[src/rtl/gctl_pkg.sv]
package gctl_pkg;
  localparam int REG_W     = 32;
  localparam int NUM_CODEC = 3;
  localparam int SLOT_W    = 3;

  // control word bit positions
  localparam int C_GIE  = 0;
  localparam int C_COLD = 1;
  localparam int C_WARM = 2;
  localparam int C_OFF  = 3;
  localparam int C_RSM  = 4;

  // status word bit positions
  localparam int S_GPI    = 0;
  localparam int S_CH_IN  = 1;
  localparam int S_CH_OUT = 2;
  localparam int S_SLOT   = 12;
  localparam int S_TMO    = 15;
  localparam int S_SEM    = 16;

  typedef struct packed {
    logic [NUM_CODEC-1:0] rsm_en;
    logic                 off;
    logic                 warm;
    logic                 cold_n;
    logic                 gie;
  } gctl_ctl_t;

  function automatic int rdy_bit(input int idx);
    case (idx)
      0:       return 8;
      1:       return 9;
      default: return 28;
    endcase
  endfunction

  function automatic int rsm_bit(input int idx);
    case (idx)
      0:       return 10;
      1:       return 11;
      default: return 29;
    endcase
  endfunction
endpackage

[src/rtl/gctl_sync.sv]
module gctl_sync #(
  parameter int W      = 1,
  parameter int STAGES = 2
) (
  input  logic         clk,
  input  logic         rst_n,
  input  logic [W-1:0] d_i,
  output logic [W-1:0] q_o
);
  generate
    if (STAGES == 0) begin : g_bypass
      assign q_o = d_i;
    end else begin : g_chain
      logic [W-1:0] stage_q [STAGES];
      always_ff @(posedge clk or negedge rst_n) begin
        if (!rst_n) begin
          for (int i = 0; i < STAGES; i++) stage_q[i] <= '0;
        end else begin
          stage_q[0] <= d_i;
          for (int i = 1; i < STAGES; i++) stage_q[i] <= stage_q[i-1];
        end
      end
      assign q_o = stage_q[STAGES-1];
    end
  endgenerate
endmodule

[src/rtl/gctl_sticky.sv]
module gctl_sticky #(
  parameter int W = 1
) (
  input  logic         clk,
  input  logic         rst_n,
  input  logic [W-1:0] set_i,
  input  logic [W-1:0] clr_i,
  output logic [W-1:0] q_o
);
  logic [W-1:0] bits_q;

  // a set arriving with a clear in the same cycle keeps the bit
  always_ff @(posedge clk or negedge rst_n) begin
    if (!rst_n) bits_q <= '0;
    else        bits_q <= (bits_q & ~clr_i) | set_i;
  end

  assign q_o = bits_q;
endmodule

[src/rtl/gctl_ctlreg.sv]
module gctl_ctlreg
  import gctl_pkg::*;
#(
  parameter int WARM_CYCLES = 16
) (
  input  logic             clk,
  input  logic             rst_n,
  input  logic             wr_i,
  input  logic [REG_W-1:0] wdata_i,
  output gctl_ctl_t        ctl_o
);
  localparam int CNT_W = (WARM_CYCLES > 1) ? $clog2(WARM_CYCLES) : 1;

  gctl_ctl_t        ctl_q;
  logic [CNT_W-1:0] cnt_q;
  logic             warm_start;
  logic             warm_kill;

  assign warm_start = wr_i & wdata_i[C_WARM] & wdata_i[C_COLD] &
                      ~wdata_i[C_OFF] & ctl_q.cold_n;
  assign warm_kill  = wr_i & (~wdata_i[C_COLD] | wdata_i[C_OFF]);

  always_ff @(posedge clk or negedge rst_n) begin
    if (!rst_n) begin
      ctl_q <= '0;
      cnt_q <= '0;
    end else begin
      if (wr_i) begin
        ctl_q.gie    <= wdata_i[C_GIE];
        ctl_q.cold_n <= wdata_i[C_COLD];
        ctl_q.off    <= wdata_i[C_OFF];
        ctl_q.rsm_en <= wdata_i[C_RSM +: NUM_CODEC];
      end
      if (warm_start) begin
        ctl_q.warm <= 1'b1;
        cnt_q      <= CNT_W'(WARM_CYCLES - 1);
      end else if (warm_kill) begin
        ctl_q.warm <= 1'b0;
      end else if (ctl_q.warm) begin
        if (cnt_q == '0) ctl_q.warm <= 1'b0;
        else             cnt_q      <= cnt_q - CNT_W'(1);
      end
    end
  end

  assign ctl_o = ctl_q;
endmodule

[src/rtl/codec_link_gctl.sv]
module codec_link_gctl
  import gctl_pkg::*;
#(
  parameter int ADDR_W      = 8,
  parameter int CTL_ADDR    = 'h3C,
  parameter int STA_ADDR    = 'h40,
  parameter int WARM_CYCLES = 16,
  parameter int SYNC_STAGES = 2
) (
  input  logic                 clk,
  input  logic                 rst_n,
  input  logic [ADDR_W-1:0]    bus_addr,
  input  logic                 bus_we,
  input  logic [REG_W-1:0]     bus_wdata,
  output logic [REG_W-1:0]     bus_rdata,
  input  logic [NUM_CODEC-1:0] codec_rdy,
  input  logic [NUM_CODEC-1:0] resume_evt,
  input  logic                 gpi_chg,
  input  logic                 rd_timeout,
  input  logic                 mdm_in_irq,
  input  logic                 mdm_out_irq,
  input  logic [SLOT_W-1:0]    slot12_bits,
  output logic                 link_cold_n,
  output logic                 link_warm,
  output logic                 link_off,
  output logic                 irq
);
  localparam int ASYNC_W = 2 * NUM_CODEC + 1 + SLOT_W;
  localparam int EVT_W   = NUM_CODEC + 1;

  logic                 ctl_hit, sta_hit, ctl_wr, sta_wr;
  gctl_ctl_t            ctl;
  logic [ASYNC_W-1:0]   async_vec, sync_vec;
  logic [NUM_CODEC-1:0] rdy_s, rsm_s, rdy_q;
  logic                 gpi_s;
  logic [SLOT_W-1:0]    slot_s;
  logic [EVT_W-1:0]     evt_set, evt_clr, evt_q;
  logic                 tmo_q;
  logic [1:0]           sem_q;
  logic [REG_W-1:0]     status_w;
  logic                 gie_w, gpi_pend;

  assign ctl_hit = (bus_addr == ADDR_W'(CTL_ADDR));
  assign sta_hit = (bus_addr == ADDR_W'(STA_ADDR));
  assign ctl_wr  = bus_we & ctl_hit;
  assign sta_wr  = bus_we & sta_hit;

  gctl_ctlreg #(.WARM_CYCLES(WARM_CYCLES)) u_ctl (
    .clk     (clk),
    .rst_n   (rst_n),
    .wr_i    (ctl_wr),
    .wdata_i (bus_wdata),
    .ctl_o   (ctl)
  );

  assign async_vec = {slot12_bits, gpi_chg, resume_evt, codec_rdy};

  gctl_sync #(.W(ASYNC_W), .STAGES(SYNC_STAGES)) u_sync (
    .clk   (clk),
    .rst_n (rst_n),
    .d_i   (async_vec),
    .q_o   (sync_vec)
  );

  assign rdy_s  = sync_vec[NUM_CODEC-1:0];
  assign rsm_s  = sync_vec[2*NUM_CODEC-1:NUM_CODEC];
  assign gpi_s  = sync_vec[2*NUM_CODEC];
  assign slot_s = sync_vec[ASYNC_W-1 -: SLOT_W];

  // codec ready: sticky, flushed and blocked while the link is shut off
  gctl_sticky #(.W(NUM_CODEC)) u_rdy (
    .clk   (clk),
    .rst_n (rst_n),
    .set_i (rdy_s & {NUM_CODEC{~ctl.off}}),
    .clr_i ({NUM_CODEC{ctl.off}}),
    .q_o   (rdy_q)
  );

  // resume and GPI events: sticky, write-1-to-clear
  assign evt_set = {gpi_s, rsm_s};
  generate
    for (genvar i = 0; i < NUM_CODEC; i++) begin : g_evt_clr
      assign evt_clr[i] = sta_wr & bus_wdata[rsm_bit(i)];
    end
  endgenerate
  assign evt_clr[NUM_CODEC] = sta_wr & bus_wdata[S_GPI];

  gctl_sticky #(.W(EVT_W)) u_evt (
    .clk   (clk),
    .rst_n (rst_n),
    .set_i (evt_set),
    .clr_i (evt_clr),
    .q_o   (evt_q)
  );

  gctl_sticky #(.W(1)) u_tmo (
    .clk   (clk),
    .rst_n (rst_n),
    .set_i (rd_timeout),
    .clr_i (sta_wr & bus_wdata[S_TMO]),
    .q_o   (tmo_q)
  );

  always_ff @(posedge clk or negedge rst_n) begin
    if (!rst_n)      sem_q <= '0;
    else if (sta_wr) sem_q <= bus_wdata[S_SEM +: 2];
  end

  always_comb begin
    status_w                 = '0;
    status_w[S_GPI]          = evt_q[NUM_CODEC];
    status_w[S_CH_IN]        = mdm_in_irq;
    status_w[S_CH_OUT]       = mdm_out_irq;
    status_w[S_SLOT +: SLOT_W] = slot_s;
    status_w[S_TMO]          = tmo_q;
    status_w[S_SEM +: 2]     = sem_q;
    for (int i = 0; i < NUM_CODEC; i++) begin
      status_w[rdy_bit(i)] = rdy_q[i];
      status_w[rsm_bit(i)] = evt_q[i];
    end
  end

  always_comb begin
    if (ctl_hit)      bus_rdata = REG_W'(ctl);
    else if (sta_hit) bus_rdata = status_w;
    else              bus_rdata = '0;
  end

  assign gie_w    = ctl.gie;
  assign gpi_pend = evt_q[NUM_CODEC];

  assign irq = mdm_in_irq | mdm_out_irq | (gpi_pend & gie_w) |
               (|(evt_q[NUM_CODEC-1:0] & ctl.rsm_en));

  assign link_cold_n = ctl.cold_n;
  assign link_warm   = ctl.warm;
  assign link_off    = ctl.off;
endmodule

[config.mk]
export PLATFORM = sky130hd
export DESIGN_NAME = codec_link_gctl
export DESIGN_NICKNAME = d
export VERILOG_FILES = /design/src/rtl/gctl_pkg.sv /design/src/rtl/gctl_sync.sv /design/src/rtl/gctl_sticky.sv /design/src/rtl/gctl_ctlreg.sv /design/src/rtl/codec_link_gctl.sv
export SDC_FILE = /design/constraint.sdc
export NUM_CORES = 1
export LEC_CHECK = 0
export BUFFER_PORTS_ARGS = -buffer_cell sky130_fd_sc_hd__buf_4
export CAP_MARGIN = 0
export CORE_AREA = 2 2 71 73
export CTS_CLUSTER_SIZE = 20
export DETAILED_ROUTE_END_ITERATION = 10
export DIE_AREA = 0 0 73 75
export MAX_ROUTING_LAYER = met4
export PLACE_DENSITY = 0.71
export REMOVE_ABC_BUFFERS = 1
export SLEW_MARGIN = 25
export SYNTH_ARGS = -nofsm -noshare
export SYNTH_HDL_FRONTEND = slang
export SYNTH_HIERARCHICAL = 1
export SYNTH_SLANG_ARGS = --single-unit
[constraint.sdc]
create_clock -name clk -period 1.4 [get_ports clk]
set_clock_uncertainty 0.05 [all_clocks]
set_input_delay 0.28 -clock clk [delete_from_list [all_inputs] [get_ports clk]]
set_output_delay 0.28 -clock clk [all_outputs]
set_load 0.005 [all_outputs]
==> flow_summary_export.csv, run 1 <==
group,metric,value,unit
drt,routed_wl,4.17,mm
logic_synthesis,yosysWarningCount,6,
timing,fin_hold_ws,41.6,ps
setup_path,max_stage_delay,390,ps
timing,setup_violations,31,
layout,nFillCells,366,
power_and_ir_drop,p_per_area,928,nW/µm²
floorplan,start_util,0.405,
job,maxCapViolations,0,
logic_synthesis,synth_area,1890,µm²
setup_path,crit_chain,"buf_6 > or3_4 > nor3b_4 > buf_6 > and2_4 > buf_6",
setup_path,cp_slowest_cell,"or3_4",
logic_synthesis,syn_area_per_cell,11.6,µm²
setup_path,timing.critical_path.required,1070,ps
place,gp_congestion,0.809,
drt,drt_first_pass_iters,4,
outcome,status,"complete, but fails checks",
power_and_ir_drop,cellLeakagePower,0.00131,µW
logic_synthesis,synth_cell_types,33,
power_and_ir_drop,p_total,2600,µW
outcome,failed_checks,"negative setup slack",
drt,drc_errors,0,
floorplan,die_area,5480,µm²
drt,drtIter0Drc,93,
logic_synthesis,ys_seq_area_frac,0.544,
timing,hold_violations,0,
global_route,grt_start_max_net_pins,42,
timing,report.final.slew_viol_count,0,
clocking,numCtsBuffers,5,
clocking,cts.sinks,41,
power_and_ir_drop,ir_worst_vdd,0.000651,V
timing,setup_ws,-274,ps
setup_path,crit_buf_inv,3,
clocking,root_buffer,"clkbuf_8",
timing,relSlewSlack,0.665,
global_route,grt_pass1_vias,1399,
setup_path,arrival,1340,ps
hold_path,hold_class,"in -> reg",
layout,layout_common_cells,"60 x buf_4, 40 x dfrtp_1, 25 x buf_6",
global_route,grt_util_all_layers,0.160,
place,place_area,2410,µm²
logic_synthesis,ys_ff_latch,41,
floorplan,die_w,73,µm
setup_path,cp-start-kind,"input pin",
setup_path,crit_fanout,4,
global_route,grt_pass1_wl,6.36,mm
setup_path,crit_type,"in -> out",
layout,nNetsFinal,299,
floorplan,core-area,4660,µm²
drt,dr_total_vias,1461,
floorplan,io_pins,92,
global_route,gr-total-overflow,0,
setup_path,endpoint_kind,"output port",
clocking,tritoncts,"done",
layout,antennaDiodeCount,0,
setup_path,ff2ff_setup_slack,-90,ps
setup_path,critical-path-top-delay-family,"simple AND/OR/NAND/NOR gates",
drt,via_per_inst,4.92,
layout,layout-drive-gt1-share,0.535,
clocking,clk_pin_slew,80,ps
logic_synthesis,synthCells,163,
layout,fin_area,2800,µm²
floorplan,core.rowCount,25,
clocking,cts_buffer_depth,2,
clocking,clock_latency,290,ps
timing,rsz0062_at_grt,"true",
place,pre_cts_ws,-439,ps
place,dp_hpwl,3.00,mm
timing,fmax,0.597,GHz
drt,ant_nets,0,
timing,fin_crit,1670,ps
clocking,h-tree-depth,2,
floorplan,die_h,75,µm
layout,final_common_cell,"buf_4",
global_route,antenna_found_initial,0,
timing,min_period_over_period,1.20,
drt,post_drt_wl_per_cell,14.0,µm
place,port_buffers,59,
setup_path,crit_path_frequent_cell,"buf_6",
layout,synthToLayoutAreaGrowth,48.5,%
timing,worstMarginPinSlew,503,ps
## worst reg2reg max path: stages, from the launching register on
cell and delay (ps):
dfrtp_1 380, or4b_4 550, a2111o_1 310, o211ai_1 110
## per-stage QoR
step	util	cells	setup TNS, ps
after floorplan	-	149	-7010
after global placement	0.518	283	-11160
after detailed placement	0.518	283	-11320
after CTS	0.579	297	-5440
after global routing	0.601	297	-6880
final	0.601	297	-5170
## state kept, by name (all words and copies together) (netlist names)
name,count
sem_q,2
u_tmo/q_o,1
u_rdy/q_o,3
u_sync/g_chain.stage_q,10
u_ctl/ctl_o,7
u_ctl/cnt_q,4
u_evt/q_o,4
u_sync/q_o,10
## cell usage after synthesis
cell type | number | area share
a2111o_1 | 2 | 0.012
a211oi_1 | 2 | 0.0080
a21o_1 | 9 | 0.036
a21oi_1 | 5 | 0.013
a222oi_1 | 1 | 0.0053
a41oi_1 | 2 | 0.0093
and2_1 | 6 | 0.020
and3_1 | 17 | 0.056
and4b_1 | 1 | 0.0053
buf_4 | 23 | 0.092
clkbuf_1 | 2 | 0.0040
clkbuf_2 | 1 | 0.0026
conb_1 | 1 | 0.0020
dfrtp_1 | 41 | 0.54
ha_1 | 1 | 0.0066
inv_1 | 14 | 0.028
mux2_2 | 8 | 0.048
mux2i_1 | 1 | 0.0053
nand2_1 | 2 | 0.0040
nand2b_1 | 1 | 0.0033
nand3_1 | 7 | 0.019
nand3_2 | 1 | 0.0053
nand4_1 | 1 | 0.0033
nor2b_1 | 4 | 0.013
nor3b_1 | 1 | 0.0040
nor3b_2 | 1 | 0.0066
nor4_2 | 1 | 0.0066
nor4b_4 | 1 | 0.013
o211ai_1 | 2 | 0.0080
o21ai_0 | 1 | 0.0026
o221ai_1 | 1 | 0.0046
or3_1 | 1 | 0.0033
or4b_4 | 1 | 0.0073
## power breakdown
part / internal [µW] / leakage, µW / switching (µW)
combinational: 276 / 0.000783 / 217
clock: 353 / 0.0000481 / 401
sequential: 1280 / 0.000476 / 69.9
total: 1910 / 0.00131 / 688
## cell families (layout without fill, tap and decap cells)
logic type | count (synthesis) | after routing | share of synthesized area
AND/OR/NAND/NOR | 46 | 46 | 0.170
multiplexers | 9 | 9 | 0.0531
buffers and inverters | 40 | 108 | 0.126
other | 1 | 13 | 0.00199
AO/OA/AOI/OAI | 25 | 25 | 0.0988
adder cells (fa/ha/maj) | 1 | 1 | 0.00663
flip-flops | 41 | 41 | 0.544
## final timing paths
path | startpoint | endpoint | cells after the start
max | bus_addr[0] | bus_rdata[5] | 6
min | slot12_bits[1] | u_sync/g_chain.stage_q[18] | 1
max reg2reg | u_ctl/cnt_q[1] | u_ctl/cnt_q[3] | 3
min reg2reg | u_sync/g_chain.stage_q[16] | u_sync/q_o[6] | 0
max in group asynchronous | rst_n | u_ctl/ctl_o[1] | 2
min in group asynchronous | rst_n | u_rdy/q_o[0] | 2
## area by class of cell
type	count	area, µm²	area share
flip-flops and latches	41	1030	0.367
multi-input cells	94	821	0.293
repair buffers	86	742	0.265
clock buffers	5	68.8	0.0246
well taps	54	67.6	0.0241
inverters	14	52.6	0.0188
clock inverters	3	22.5	0.00804
## per-layer routing
metal  global-route usage  vias up  wire length [µm]  share of wire
li1                     -      688                 -              -
met2                0.264       49              2230           0.54
met4               0.0617        0                50          0.012
met5                    -        -                 0              0
met3               0.0308        4               160          0.038
met1                0.195      720              1730           0.41
## what timing repair did
action,CTS,global route
endpoints found under the setup margin,31,36
gates resized for setup,35,22
hold endpoints to repair,41,0
setup buffers,5,0
cloned,0,0
hold buffers,1,0
pin swaps,18,16
Power figures use the tool's default switching activity.
==> run 2, diff against run 1 <==
--- a/config.mk
+++ b/config.mk
@@ -11,6 +11,7 @@
 export CTS_CLUSTER_SIZE = 20
 export DETAILED_ROUTE_END_ITERATION = 10
 export DIE_AREA = 0 0 73 75
+export HOLD_SLACK_MARGIN = 0.1
 export MAX_ROUTING_LAYER = met4
 export PLACE_DENSITY = 0.71
 export REMOVE_ABC_BUFFERS = 1
==> flow_summary_export.csv, run 2 (synthesized netlist as in run 1, its figures left out) <==
group,metric,value,unit
layout,layout-drive-gt1-share,0.514,
timing,min_period_over_period,1.20,
global_route,gr-total-overflow,0,
setup_path,crit_fanout,4,
power_and_ir_drop,p_clk_frac,0.288,
layout,fin_area,2900,µm²
timing,fin_crit,1670,ps
clocking,cts_buffer_depth,2,
hold_path,hold_class,"in -> reg",
floorplan,start_util,0.405,
power_and_ir_drop,cellLeakagePower,0.00135,µW
hold_path,min_from,"rd_timeout",
drt,via_per_inst,4.91,
timing,rsz0062_at_grt,"true",
clocking,tritoncts,"done",
job,maxCapViolations,0,
layout,final_common_cell,"buf_4",
clocking,clock_latency,280,ps
place,place_area,2410,µm²
outcome,status,"complete, but fails checks",
place,gp_congestion,0.809,
outcome,failed_checks,"negative setup slack",
timing,report.final.slew_viol_count,0,
clocking,numCtsBuffers,5,
layout,layout_common_cells,"60 x buf_4, 40 x dfrtp_1, 25 x buf_6",
timing,worstMarginPinSlew,505,ps
timing,setup_violations,31,
power_and_ir_drop,ir_worst_vdd,0.000674,V
clocking,root_buffer,"clkbuf_8",
timing,fmax,0.598,GHz
layout,nNetsFinal,309,
clocking,clk_pin_slew,80,ps
place,port_buffers,59,
drt,ant_nets,0,
setup_path,crit_type,"in -> out",
floorplan,core-area,4660,µm²
setup_path,crit_start,"bus_addr[0]",
power_and_ir_drop,p_sw,695,µW
timing,setup_ws,-273,ps
drt,drtIter0Drc,55,
floorplan,io_pins,92,
floorplan,core.rowCount,25,
power_and_ir_drop,seqPwrFrac,0.515,
drt,routed_wl,4.27,mm
floorplan,die_w,73,µm
drt,post_drt_wl_per_cell,13.9,µm
clocking,h-tree-depth,2,
global_route,grt_util_all_layers,0.165,
timing,relSlewSlack,0.663,
timing,fin_hold_ws,125,ps
setup_path,timing.critical_path.required,1070,ps
global_route,grt_pass1_vias,1463,
layout,antennaDiodeCount,0,
floorplan,die_h,75,µm
setup_path,cp-start-kind,"input pin",
timing,hold_violations,0,
power_and_ir_drop,p_sw_frac,0.265,
place,dp_hpwl,3.00,mm
power_and_ir_drop,comb_power_share,0.197,
layout,synthToLayoutAreaGrowth,53.8,%
drt,drt_first_pass_iters,4,
global_route,antenna_found_initial,0,
power_and_ir_drop,p_int,1930,µW
global_route,grt_pass1_wl,6.57,mm
layout,nFillCells,356,
power_and_ir_drop,p_per_area,904,nW/µm²
floorplan,die_area,5480,µm²
drt,dr_total_vias,1507,
setup_path,ff2ff_setup_slack,-90,ps
global_route,grt_start_max_net_pins,42,
setup_path,arrival,1340,ps
drt,drc_errors,0,
setup_path,reg2reg_from,"u_ctl/cnt_q[1]",
setup_path,endpoint_kind,"output port",
clocking,cts.sinks,41,
[run 2: changes by cell type in the layout (fill, tap and decap cells not counted)]
cell and delta:
dlygate4sd3_1 +10
[run 2: power by group through the flow]
stage / logic [µW] / registers (µW) / clock network [µW]
after floorplan: 185 / 1350 / 0
after global placement: 432 / 1370 / 0
after detailed placement: 443 / 1370 / 0
after CTS: 500 / 1350 / 776
after global routing: 562 / 1360 / 839
final: 517 / 1350 / 755
[run 2: final cells by class]
type | count | area [µm²] | area share
Clock buffer | 5 | 68.8 | 0.0237
Inverter | 14 | 52.6 | 0.0181
Multi-Input combinational cell | 94 | 821 | 0.283
Sequential cell | 41 | 1030 | 0.354
Clock inverter | 3 | 22.5 | 0.00776
Timing Repair Buffer | 96 | 842 | 0.290
Tap cell | 54 | 67.6 | 0.0233
[run 2: timing repair]
action                     CTS  global route
buffers inserted             5             0
setup endpoints to repair   31            36
hold endpoints to repair    51             0
resized for setup           35            22
pin swaps                   18            16
hold buffers                11             0
[run 2: critical path, cell delays in order]
cell and delay (ps):
buf_6 90, or3_4 390, nor3b_4 220, buf_6 140, and2_4 140, buf_6 80
[run 2: path summary, 6_finish.rpt]
kind / cells after the start / to
worst max-delay path: 6 / bus_rdata[5]
worst min-delay path: 2 / u_tmo/q_o
worst max register to register: 3 / u_ctl/cnt_q[3]
worst min register to register: 0 / u_sync/q_o[6]
max in group asynchronous: 2 / u_ctl/ctl_o[1]
min in group asynchronous: 2 / u_rdy/q_o[0]
[run 2: per-layer routing]
metal  GRT usage  share of wire  wire (µm)  vias to the layer above
li1            -              -          -                      705
met1       0.197           0.41       1750                      749
met2       0.278           0.54       2310                       49
met3      0.0308          0.037        160                        4
met4      0.0617          0.012         50                        0
met5           -              0          0                        -
[run 2: through the flow]
step	setup TNS [ps]	cells	setup WS [ps]	utilization	total power [µW]
finish	-5220	307	-273	0.623	2620
global route	-6870	307	-327	0.623	2760
CTS	-5440	307	-297	0.601	2630
detailed placement	-11320	283	-439	0.518	1810
global placement	-11160	283	-428	0.518	1800
floorplan	-7010	149	-478	-	1540
